$ cat config.mk
export PLATFORM = sky130hd
export DESIGN_NAME = cphs_seq
export DESIGN_NICKNAME = d
export VERILOG_FILES = /design/src/rtl/cphs_pkg.sv /design/src/rtl/cphs_resp.sv /design/src/rtl/cphs_addr.sv /design/src/rtl/cphs_ctrl.sv /design/src/rtl/cphs_seq.sv
export SDC_FILE = /design/constraint.sdc
export NUM_CORES = 1
export LEC_CHECK = 0
export ABC_AREA = 1
export BUFFER_PORTS_ARGS = -buffer_cell sky130_fd_sc_hd__clkbuf_2
export CORE_ASPECT_RATIO = 0.5
export CORE_MARGIN = 2
export CORE_UTILIZATION = 35
export CTS_CLUSTER_DIAMETER = 200
export CTS_CLUSTER_SIZE = 20
export DETAILED_ROUTE_END_ITERATION = 8
export GPL_TIMING_DRIVEN = 0
export RECOVER_POWER = 25
export SLEW_MARGIN = 10
export SYNTH_ARGS = -nofsm -noshare
export SYNTH_HDL_FRONTEND = slang
export SYNTH_SLANG_ARGS = --single-unit
$ cat constraint.sdc
create_clock -name clk -period 2.4 [get_ports clk]
set_input_delay 0.48 -clock clk [delete_from_list [all_inputs] [get_ports clk]]
set_output_delay 0.48 -clock clk [all_outputs]
set_load 0.01 [all_outputs]
$ cat src/rtl/cphs_pkg.sv
package cphs_pkg;

    typedef enum logic [1:0] {
        OP_MEM_TO_CP = 2'd0,
        OP_CP_TO_MEM = 2'd1,
        OP_CP_TO_REG = 2'd2,
        OP_REG_TO_CP = 2'd3
    } cp_op_e;

    typedef enum logic [2:0] {
        S_IDLE,
        S_SKIP,
        S_OFFER,
        S_BURST,
        S_MOVE,
        S_WBACK,
        S_TRAP0,
        S_TRAP1
    } seq_state_e;

    typedef enum logic [2:0] {
        A_FETCH,
        A_NEXT,
        A_BURST,
        A_VEC,
        A_VEC_NEXT
    } addr_sel_e;

    typedef enum logic [1:0] {
        RSP_GO,
        RSP_WAIT,
        RSP_NONE
    } cp_rsp_e;

endpackage

$ cat src/rtl/cphs_resp.sv
module cphs_resp
    import cphs_pkg::*;
(
    input  logic    accept_n,
    input  logic    wait_n,
    output cp_rsp_e rsp
);
    always_comb begin
        if (accept_n && wait_n)
            rsp = RSP_NONE;
        else if (!accept_n && !wait_n)
            rsp = RSP_GO;
        else
            rsp = RSP_WAIT;
    end
endmodule

$ cat src/rtl/cphs_addr.sv
module cphs_addr
    import cphs_pkg::*;
#(
    parameter int              AW       = 32,
    parameter logic [AW-1:0]   TRAP_VEC = 'h4
) (
    input  logic          clk,
    input  logic          rst_n,
    input  logic          load,
    input  logic          step,
    input  logic [AW-1:0] base,
    input  logic [AW-1:0] pc,
    input  addr_sel_e     sel,
    output logic [AW-1:0] addr
);
    localparam logic [AW-1:0] WORD_STEP  = AW'(4);
    localparam logic [AW-1:0] OFS_FETCH  = AW'(8);
    localparam logic [AW-1:0] OFS_NEXT   = AW'(12);

    logic [AW-1:0] ptr_d, ptr_q;

    always_comb begin
        ptr_d = ptr_q;
        if (load)
            ptr_d = base;
        else if (step)
            ptr_d = ptr_q + WORD_STEP;
    end

    always_ff @(posedge clk) begin
        if (!rst_n)
            ptr_q <= '0;
        else
            ptr_q <= ptr_d;
    end

    always_comb begin
        case (sel)
            A_NEXT:     addr = pc + OFS_NEXT;
            A_BURST:    addr = ptr_q;
            A_VEC:      addr = TRAP_VEC;
            A_VEC_NEXT: addr = TRAP_VEC + WORD_STEP;
            default:    addr = pc + OFS_FETCH;
        endcase
    end
endmodule

$ cat src/rtl/cphs_ctrl.sv
module cphs_ctrl
    import cphs_pkg::*;
(
    input  logic      clk,
    input  logic      rst_n,
    input  logic      start,
    input  cp_op_e    op,
    input  logic      cond_pass,
    input  logic      irq_pend,
    input  cp_rsp_e   rsp,
    output addr_sel_e asel,
    output logic      addr_load,
    output logic      addr_step,
    output logic      cp_instr_n,
    output logic      op_fetch,
    output logic      mem_req,
    output logic      seq,
    output logic      wr,
    output logic      reg_drive,
    output logic      reg_wr,
    output logic      trap_req,
    output logic      abort,
    output logic      done,
    output logic      busy
);
    typedef struct packed {
        seq_state_e st;
        cp_op_e     op;
    } ctl_t;

    ctl_t ctl_d, ctl_q;
    logic is_burst;

    assign is_burst = (ctl_q.op == OP_MEM_TO_CP) || (ctl_q.op == OP_CP_TO_MEM);

    always_comb begin
        ctl_d      = ctl_q;
        asel       = A_FETCH;
        addr_load  = 1'b0;
        addr_step  = 1'b0;
        cp_instr_n = 1'b1;
        op_fetch   = 1'b0;
        mem_req    = 1'b0;
        seq        = 1'b0;
        wr         = 1'b0;
        reg_drive  = 1'b0;
        reg_wr     = 1'b0;
        trap_req   = 1'b0;
        abort      = 1'b0;
        done       = 1'b0;

        case (ctl_q.st)
            S_IDLE: begin
                if (start) begin
                    ctl_d.op  = op;
                    addr_load = 1'b1;
                    ctl_d.st  = cond_pass ? S_OFFER : S_SKIP;
                end
            end
            S_SKIP: begin
                op_fetch = 1'b1;
                mem_req  = 1'b1;
                seq      = 1'b1;
                done     = 1'b1;
                ctl_d.st = S_IDLE;
            end
            S_OFFER: begin
                cp_instr_n = 1'b0;
                op_fetch   = 1'b1;
                case (rsp)
                    RSP_GO: begin
                        mem_req  = is_burst;
                        ctl_d.st = is_burst ? S_BURST : S_MOVE;
                    end
                    RSP_NONE: ctl_d.st = S_TRAP0;
                    default: begin
                        if (irq_pend) begin
                            abort    = 1'b1;
                            ctl_d.st = S_IDLE;
                        end
                    end
                endcase
            end
            S_BURST: begin
                asel      = A_BURST;
                mem_req   = 1'b1;
                addr_step = 1'b1;
                wr        = (ctl_q.op == OP_CP_TO_MEM);
                if (rsp == RSP_NONE) begin
                    done     = 1'b1;
                    ctl_d.st = S_IDLE;
                end else begin
                    seq = 1'b1;
                end
            end
            S_MOVE: begin
                asel = A_NEXT;
                if (ctl_q.op == OP_REG_TO_CP) begin
                    wr        = 1'b1;
                    reg_drive = 1'b1;
                    done      = 1'b1;
                    ctl_d.st  = S_IDLE;
                end else begin
                    ctl_d.st = S_WBACK;
                end
            end
            S_WBACK: begin
                asel     = A_NEXT;
                reg_wr   = 1'b1;
                done     = 1'b1;
                ctl_d.st = S_IDLE;
            end
            S_TRAP0: begin
                asel     = A_VEC;
                trap_req = 1'b1;
                mem_req  = 1'b1;
                op_fetch = 1'b1;
                ctl_d.st = S_TRAP1;
            end
            S_TRAP1: begin
                asel     = A_VEC_NEXT;
                mem_req  = 1'b1;
                seq      = 1'b1;
                op_fetch = 1'b1;
                done     = 1'b1;
                ctl_d.st = S_IDLE;
            end
            default: ctl_d.st = S_IDLE;
        endcase
    end

    assign busy = (ctl_q.st != S_IDLE);

    always_ff @(posedge clk) begin
        if (!rst_n) begin
            ctl_q.st <= S_IDLE;
            ctl_q.op <= OP_MEM_TO_CP;
        end else begin
            ctl_q <= ctl_d;
        end
    end
endmodule

$ cat src/rtl/cphs_seq.sv
module cphs_seq
    import cphs_pkg::*;
#(
    parameter int            AW       = 32,
    parameter logic [AW-1:0] TRAP_VEC = 'h4
) (
    input  logic          clk,
    input  logic          rst_n,
    input  logic          start,
    input  logic [1:0]    op,
    input  logic          cond_pass,
    input  logic          irq_pend,
    input  logic [AW-1:0] pc,
    input  logic [AW-1:0] base_addr,
    input  logic          cp_accept_n,
    input  logic          cp_wait_n,
    output logic          cp_instr_n,
    output logic          op_fetch,
    output logic          mem_req,
    output logic          seq,
    output logic          wr,
    output logic [AW-1:0] addr,
    output logic          reg_drive,
    output logic          reg_wr,
    output logic          trap_req,
    output logic          abort,
    output logic          done,
    output logic          busy
);
    cp_rsp_e   rsp;
    addr_sel_e asel;
    logic      addr_load;
    logic      addr_step;

    cphs_resp u_resp (
        .accept_n (cp_accept_n),
        .wait_n   (cp_wait_n),
        .rsp      (rsp)
    );

    cphs_ctrl u_ctrl (
        .clk        (clk),
        .rst_n      (rst_n),
        .start      (start),
        .op         (cp_op_e'(op)),
        .cond_pass  (cond_pass),
        .irq_pend   (irq_pend),
        .rsp        (rsp),
        .asel       (asel),
        .addr_load  (addr_load),
        .addr_step  (addr_step),
        .cp_instr_n (cp_instr_n),
        .op_fetch   (op_fetch),
        .mem_req    (mem_req),
        .seq        (seq),
        .wr         (wr),
        .reg_drive  (reg_drive),
        .reg_wr     (reg_wr),
        .trap_req   (trap_req),
        .abort      (abort),
        .done       (done),
        .busy       (busy)
    );

    cphs_addr #(
        .AW       (AW),
        .TRAP_VEC (TRAP_VEC)
    ) u_addr (
        .clk   (clk),
        .rst_n (rst_n),
        .load  (addr_load),
        .step  (addr_step),
        .base  (base_addr),
        .pc    (pc),
        .sel   (asel),
        .addr  (addr)
    );
endmodule

==> metrics.csv, run 1 <==
metric;value;unit
Final ANT Viol Nets;0;
Top FF cell, synth;dfxtp_1;
Crit path required time;1920;ps
CTS Buffer Depth;2;
vias per cell;5.30;
static leakage power;2.53;nW
largest net degree at the start of global routing;19;
pre-CTS WS;-310;ps
Hold Path Class;primary input to register;
Layout Nets;1064;
fmax;431;MHz
clock sink count;37;
final sum of negative setup slack;0;ps
Critical-path top delay cell;ha_4;
setup ws final;78.5;ps
RSZ-0062 raised after global routing;yes;
status;finished, final reports clean;
worst rel slew slack;55.1;%
crit-path cells;clkbuf_2, inv_1, ha_4, nor2_4, nand2_2, nor2_4, nand2_1, o21ai_0, nand3_1, nand3_1, clkbuf_2;
Max H-tree Level;2;
DRC errors left;0;
DP Area;5210;um2
grt ovf;0;
commonest non-fill, non-tap cell in the layout;nand2_1;
GRT Total Usage;26.6;%
crit path max fanout;5;
cts hold-fix bufs;0;
io pins;116;
Buf/Inv on CP;3;
root buf cell;clkbuf_16;
syn_area_per_cell;5.21;um2
diode count;0;
clock skew;2.46;ps
core area;12100;um2
number of global-route vias before repair;5482;
Slew Viols, Final;0;
Skew-Pair Late Insertion Delay;280;ps
initial antenna violation count;0;
Hold Vio Cnt, Final;0;
gpl congestion;0.929;
DRT iter0 DRCs;509;
YS warnings;0;
area grow syn2layout;27.8;%
I/O Buffers;115;
Starting Density;36.6;%
critical path capture point type;primary output;
crit start category;primary input;
post-synth design cell area;4430;um2
total of max-cap violations;0;
ys async rst share;0;%
Site Rows;28;
Post-Syn Instances;850;
# setup viols final;0;
Die W;163;um
Detail Placement HPWL;14.3;mm
pwr dens;380;nW/um2
post-synthesis sequential area ratio;16.7;%
hold_ws;436;ps
Final Cell Area;5660;um2
die height;83.5;um
most frequent cells in the layout;nand2_1, clkbuf_2, nand3_1, inv_1, nor2_1;
CP max stage delay;190;ps
first-pass GRT wire length;28.7;mm
#FFs+latches synth;37;
drt wl/cell;16.0;um
Distinct cells, synth;40;
final period utilization;96.7;%
worst slew pin tran;673;ps
Post-synth EDFFs;0;
CTS tree;built;
WS Path Type;primary input to primary output;
min Tclk post-route;2320;ps
Fillers;1325;
die area;13600;um2
drt pass-1 iters;5;
total CTS buffers;5;
critical path's top delay family;simple AND/OR/NAND/NOR gates;
layout cells sized above 1;20.7;%
Vias;6100;
Worst EP arrival;1840;ps
Post-Syn Nets;929;
Worst-path clk slew;60;ps
Peak VDD IR;0.246;mV
wirelength, routed;18.4;mm
==> worst paths after layout <==
check,startpoint,cells after the start,slack (ps),to
max,pc[2],11,80,addr[26]
min reg2reg,u_addr.ptr_q[0]$_SDFFE_PN0P_,2,460,u_addr.ptr_q[0]$_SDFFE_PN0P_
min,op[0],3,440,u_ctrl.ctl_q[0]$_SDFFE_PN0P_
max reg2reg,u_ctrl.ctl_q[2]$_SDFFE_PN0P_,6,290,u_addr.ptr_q[17]$_SDFFE_PN0N_
==> sequential cells by signal, indices dropped and copies added (netlist names) <==
signal	cells
u_addr.ptr_q	32
u_ctrl.ctl_q	5
==> Yosys cell counts, types with 4 or more instances <==
| master | instances | share of area (%) |
|---|---|---|
| nand2_1 | 285 | 24 |
| nor2_1 | 115 | 9.7 |
| nand3_1 | 106 | 12 |
| inv_1 | 99 | 8.4 |
| o21ai_0 | 39 | 4.4 |
| dfxtp_1 | 37 | 17 |
| a21oi_1 | 32 | 3.6 |
| nor3_1 | 17 | 1.9 |
| o211ai_1 | 16 | 2.7 |
| buf_2 | 11 | 1.2 |
| xor2_1 | 11 | 2.2 |
| clkbuf_1 | 9 | 0.76 |
| ha_1 | 6 | 1.7 |
| nand4_1 | 6 | 0.85 |
| a211oi_1 | 5 | 0.85 |
| a31oi_1 | 5 | 0.71 |
| nand3b_1 | 5 | 0.85 |
| clkinv_1 | 4 | 0.34 |
| inv_2 | 4 | 0.34 |
| o21ai_1 | 4 | 0.45 |
==> tightest hold or removal path, cell delays in order <==
cell and delay, ps:
clkbuf_2 80, nand2_1 50, a21oi_1 60
==> report_power, final <==
part           total (mW)  internal [mW]  switching (mW)
Sequential          0.763          0.676          0.0868
Combinational       0.735          0.265           0.470
Clock               0.650          0.387           0.263
Total                2.15           1.33           0.819
==> metrics by stage <==
stage,instances,util [%],total power [mW]
6_report,1151,46.8,2.15
5_1_grt,1151,46.8,2.26
4_1_cts,1140,44.9,2.11
3_5_place_dp,1130,43.1,1.46
3_3_place_gp,1130,43.1,1.45
2_1_floorplan,850,-,1.16
==> layer usage <==
| layer | part of all wire, % | wire length (um) | vias up | track usage, % |
|---|---|---|---|---|
| met5 | 0 | 0 | - | 0 |
| met4 | 1.1 | 202 | 0 | 5.79 |
| met3 | 9.8 | 1810 | 21 | 4.62 |
| met2 | 42 | 7790 | 276 | 40.3 |
| met1 | 47 | 8620 | 2762 | 39.0 |
| li1 | - | - | 3041 | - |
==> layout make-up <==
class                   instances  area, um2  share of cell area, %
inverters                     107        410                   7.25
multi-input cells             681       3350                   59.3
well taps                     165        206                   3.65
flip-flops and latches         37        746                   13.2
clock buffers                   8        136                   2.41
plain buffers                  24        124                   2.19
repair buffers                129        683                   12.1
==> logic make-up (layout without fill, tap and decap cells) <==
kind of cell,Yosys count,after routing,share of synthesized area (%)
flops,37,37,16.7
compound gates,117,117,15.8
buf+inv,132,268,11.6
fa+ha+maj,6,6,1.70
simple gates,544,544,51.4
xor+xnor,14,14,2.77
==> repair_timing <==
action,CTS,global route
hold endpoints to repair,0,0
buffers inserted,3,11
setup endpoints to repair,33,27
pin swaps,3,9
gates resized for setup,28,59
gates cloned,0,0
Power figures use the tool's default switching activity.
==> run 2, diff against run 1 <==
- BUFFER_PORTS_ARGS: -buffer_cell sky130_fd_sc_hd__clkbuf_2 -> default
- DONT_BUFFER_PORTS: default -> 1
==> run 2 against run 1 <==
- die area did not move
- non-clock buffer count shrank 129
- setup slack better by 3.3 ps
- critical path depth is 6 lower
- cell area shrank 14%
- sequential share of layout area rose by 2.1 points
- critical endpoint is now addr[11]
- largest cell class unchanged
- largest power group unchanged
==> metrics.csv, run 2 (synthesis results as in run 1) <==
metric;value;unit
non-filler cells, final;1024;
worst slew pin tran;624;ps
Setup Fix Bufs, Post-CTS;0;
cts hold-fix bufs;0;
status;finished, final reports clean;
pwr dens;424;nW/um2
initial antenna violation count;2;
Skew-Pair Late Insertion Delay;280;ps
Hold Vio Cnt, Final;0;
commonest non-fill, non-tap cell in the layout;nand2_1;
crit-path cells;inv_1, nor2_4, buf_2, nand3_1, a32oi_1;
critical path capture point type;primary output;
Slew Viols, Final;0;
area grow syn2layout;9.49;%
clock skew;4.26;ps
number of global-route vias before repair;5034;
Sw Pwr;721;uW
CTS tree;built;
Site Rows;28;
total of max-cap violations;0;
# setup viols final;0;
most frequent cells in the layout;nand2_1, nor2_1, nand3_1, inv_1, o21ai_0;
total CTS buffers;5;
final period utilization;96.6;%
io pins;116;
Crit path required time;1920;ps
Worst-path clk slew;60;ps
critical path's top delay family;buffers and inverters;
min Tclk post-route;2320;ps
Int Power;1.34;mW
drt wl/cell;16.9;um
Regs by FF count;u_addr.ptr_q (32), u_ctrl.ctl_q (5);
final sum of negative setup slack;0;ps
crit path max fanout;10;
first-pass GRT wire length;27.0;mm
Worst EP arrival;1840;ps
placed cells;1015;
Max H-tree Level;2;
reg2reg start;u_ctrl.ctl_q[3]$_SDFFE_PN0P_;
critical path startpoint;u_ctrl.ctl_q[4]$_SDFFE_PN0P_;
die area;13600;um2
core area;12100;um2
root buf cell;clkbuf_16;
DP Area;4630;um2
static leakage power;1.98;nW
DRC errors left;0;
Comb power frac;27.2;%
worst rel slew slack;58.4;%
Vias;5565;
setup ws final;81.7;ps
RSZ-0062 raised after global routing;yes;
gpl congestion;0.968;
WS Path Type;register to primary output;
Seq pwr share;37.1;%
Fillers;1383;
Detail Placement HPWL;13.9;mm
GRT Total Usage;25.1;%
Critical-path top delay cell;dfxtp_2;
Peak VDD IR;0.227;mV
vias per cell;5.43;
clock sink count;37;
grt ovf;0;
Sw Share;35.0;%
Die W;163;um
flop-to-flop setup slack;240;ps
Layout Nets;935;
wirelength, routed;17.3;mm
CTS Buffer Depth;2;
largest net degree at the start of global routing;19;
Hold Crit Start;op[0];
fmax;431;MHz
crit start category;register;
Clock Power Share;35.7;%
layout cells sized above 1;5.61;%
Buf/Inv on CP;2;
Biggest register;u_addr.ptr_q;
DRT iter0 DRCs;444;
CP max stage delay;440;ps
Final Cell Area;4850;um2
pre-CTS WS;-86.2;ps
Starting Density;36.6;%
drt pass-1 iters;5;
Hold Path Class;primary input to register;
Final ANT Viol Nets;0;
Largest register FFs;32;
die height;83.5;um
post-layout util;40.1;%
I/O Buffers;0;
-- run 2: path summary, 6_finish.rpt --
check	to	depth (start not counted)
setup reg to reg	u_addr.ptr_q[17]$_SDFFE_PN0N_	6
hold reg to reg	u_addr.ptr_q[0]$_SDFFE_PN0P_	2
hold / removal	u_ctrl.ctl_q[0]$_SDFFE_PN0P_	2
setup / recovery	addr[11]	5
-- run 2: metrics by stage --
stage	total power, mW	hold slack, ps
5_1_grt	2.17	371
3_3_place_gp	1.31	438
4_1_cts	2.05	338
6_report	2.06	343
2_1_floorplan	1.16	425
3_5_place_dp	1.32	444
-- run 2: routing by layer --
metal / track usage [%] / vias up / wire length (um)
met2: 38.2 / 253 / 7190
li1: - / 2771 / -
met1: 34.6 / 2527 / 7650
met4: 5.39 / 0 / 183
met3: 7.65 / 14 / 2260
met5: 0 / - / 0
-- run 2: cell type report --
cell class	instances	area, um2	share of cell area (%)
Buffer	24	118	2.43
Sequential cell	37	742	15.3
Clock inverter	2	35.0	0.723
Multi-Input combinational cell	681	3210	66.3
Tap cell	165	206	4.26
Inverter	107	402	8.28
Antenna cell	3	7.51	0.155
Clock buffer	5	125	2.58
-- run 2: timing repair --
item                       in CTS  in global routing
pin swaps                       1                  0
setup endpoints to repair      30                 30
resized for setup              10                 20
-- run 2: power by group through the flow --
stage          clock (mW)  sequential, mW  combinational [mW]
4_1_cts             0.744           0.758               0.552
3_5_place_dp            0           0.771               0.546
3_3_place_gp            0           0.768               0.539
5_1_grt             0.772           0.770               0.626
2_1_floorplan           0           0.741               0.418
6_report            0.734           0.764               0.559
-- run 2: worst register-to-register path, cell delays in order, from the launching register on --
cell and delay, ps:
dfxtp_1 480, nor2_1 130, nand3_1 200, clkbuf_1 390, clkbuf_1 540, o21ai_0 200
a21oi_1 150
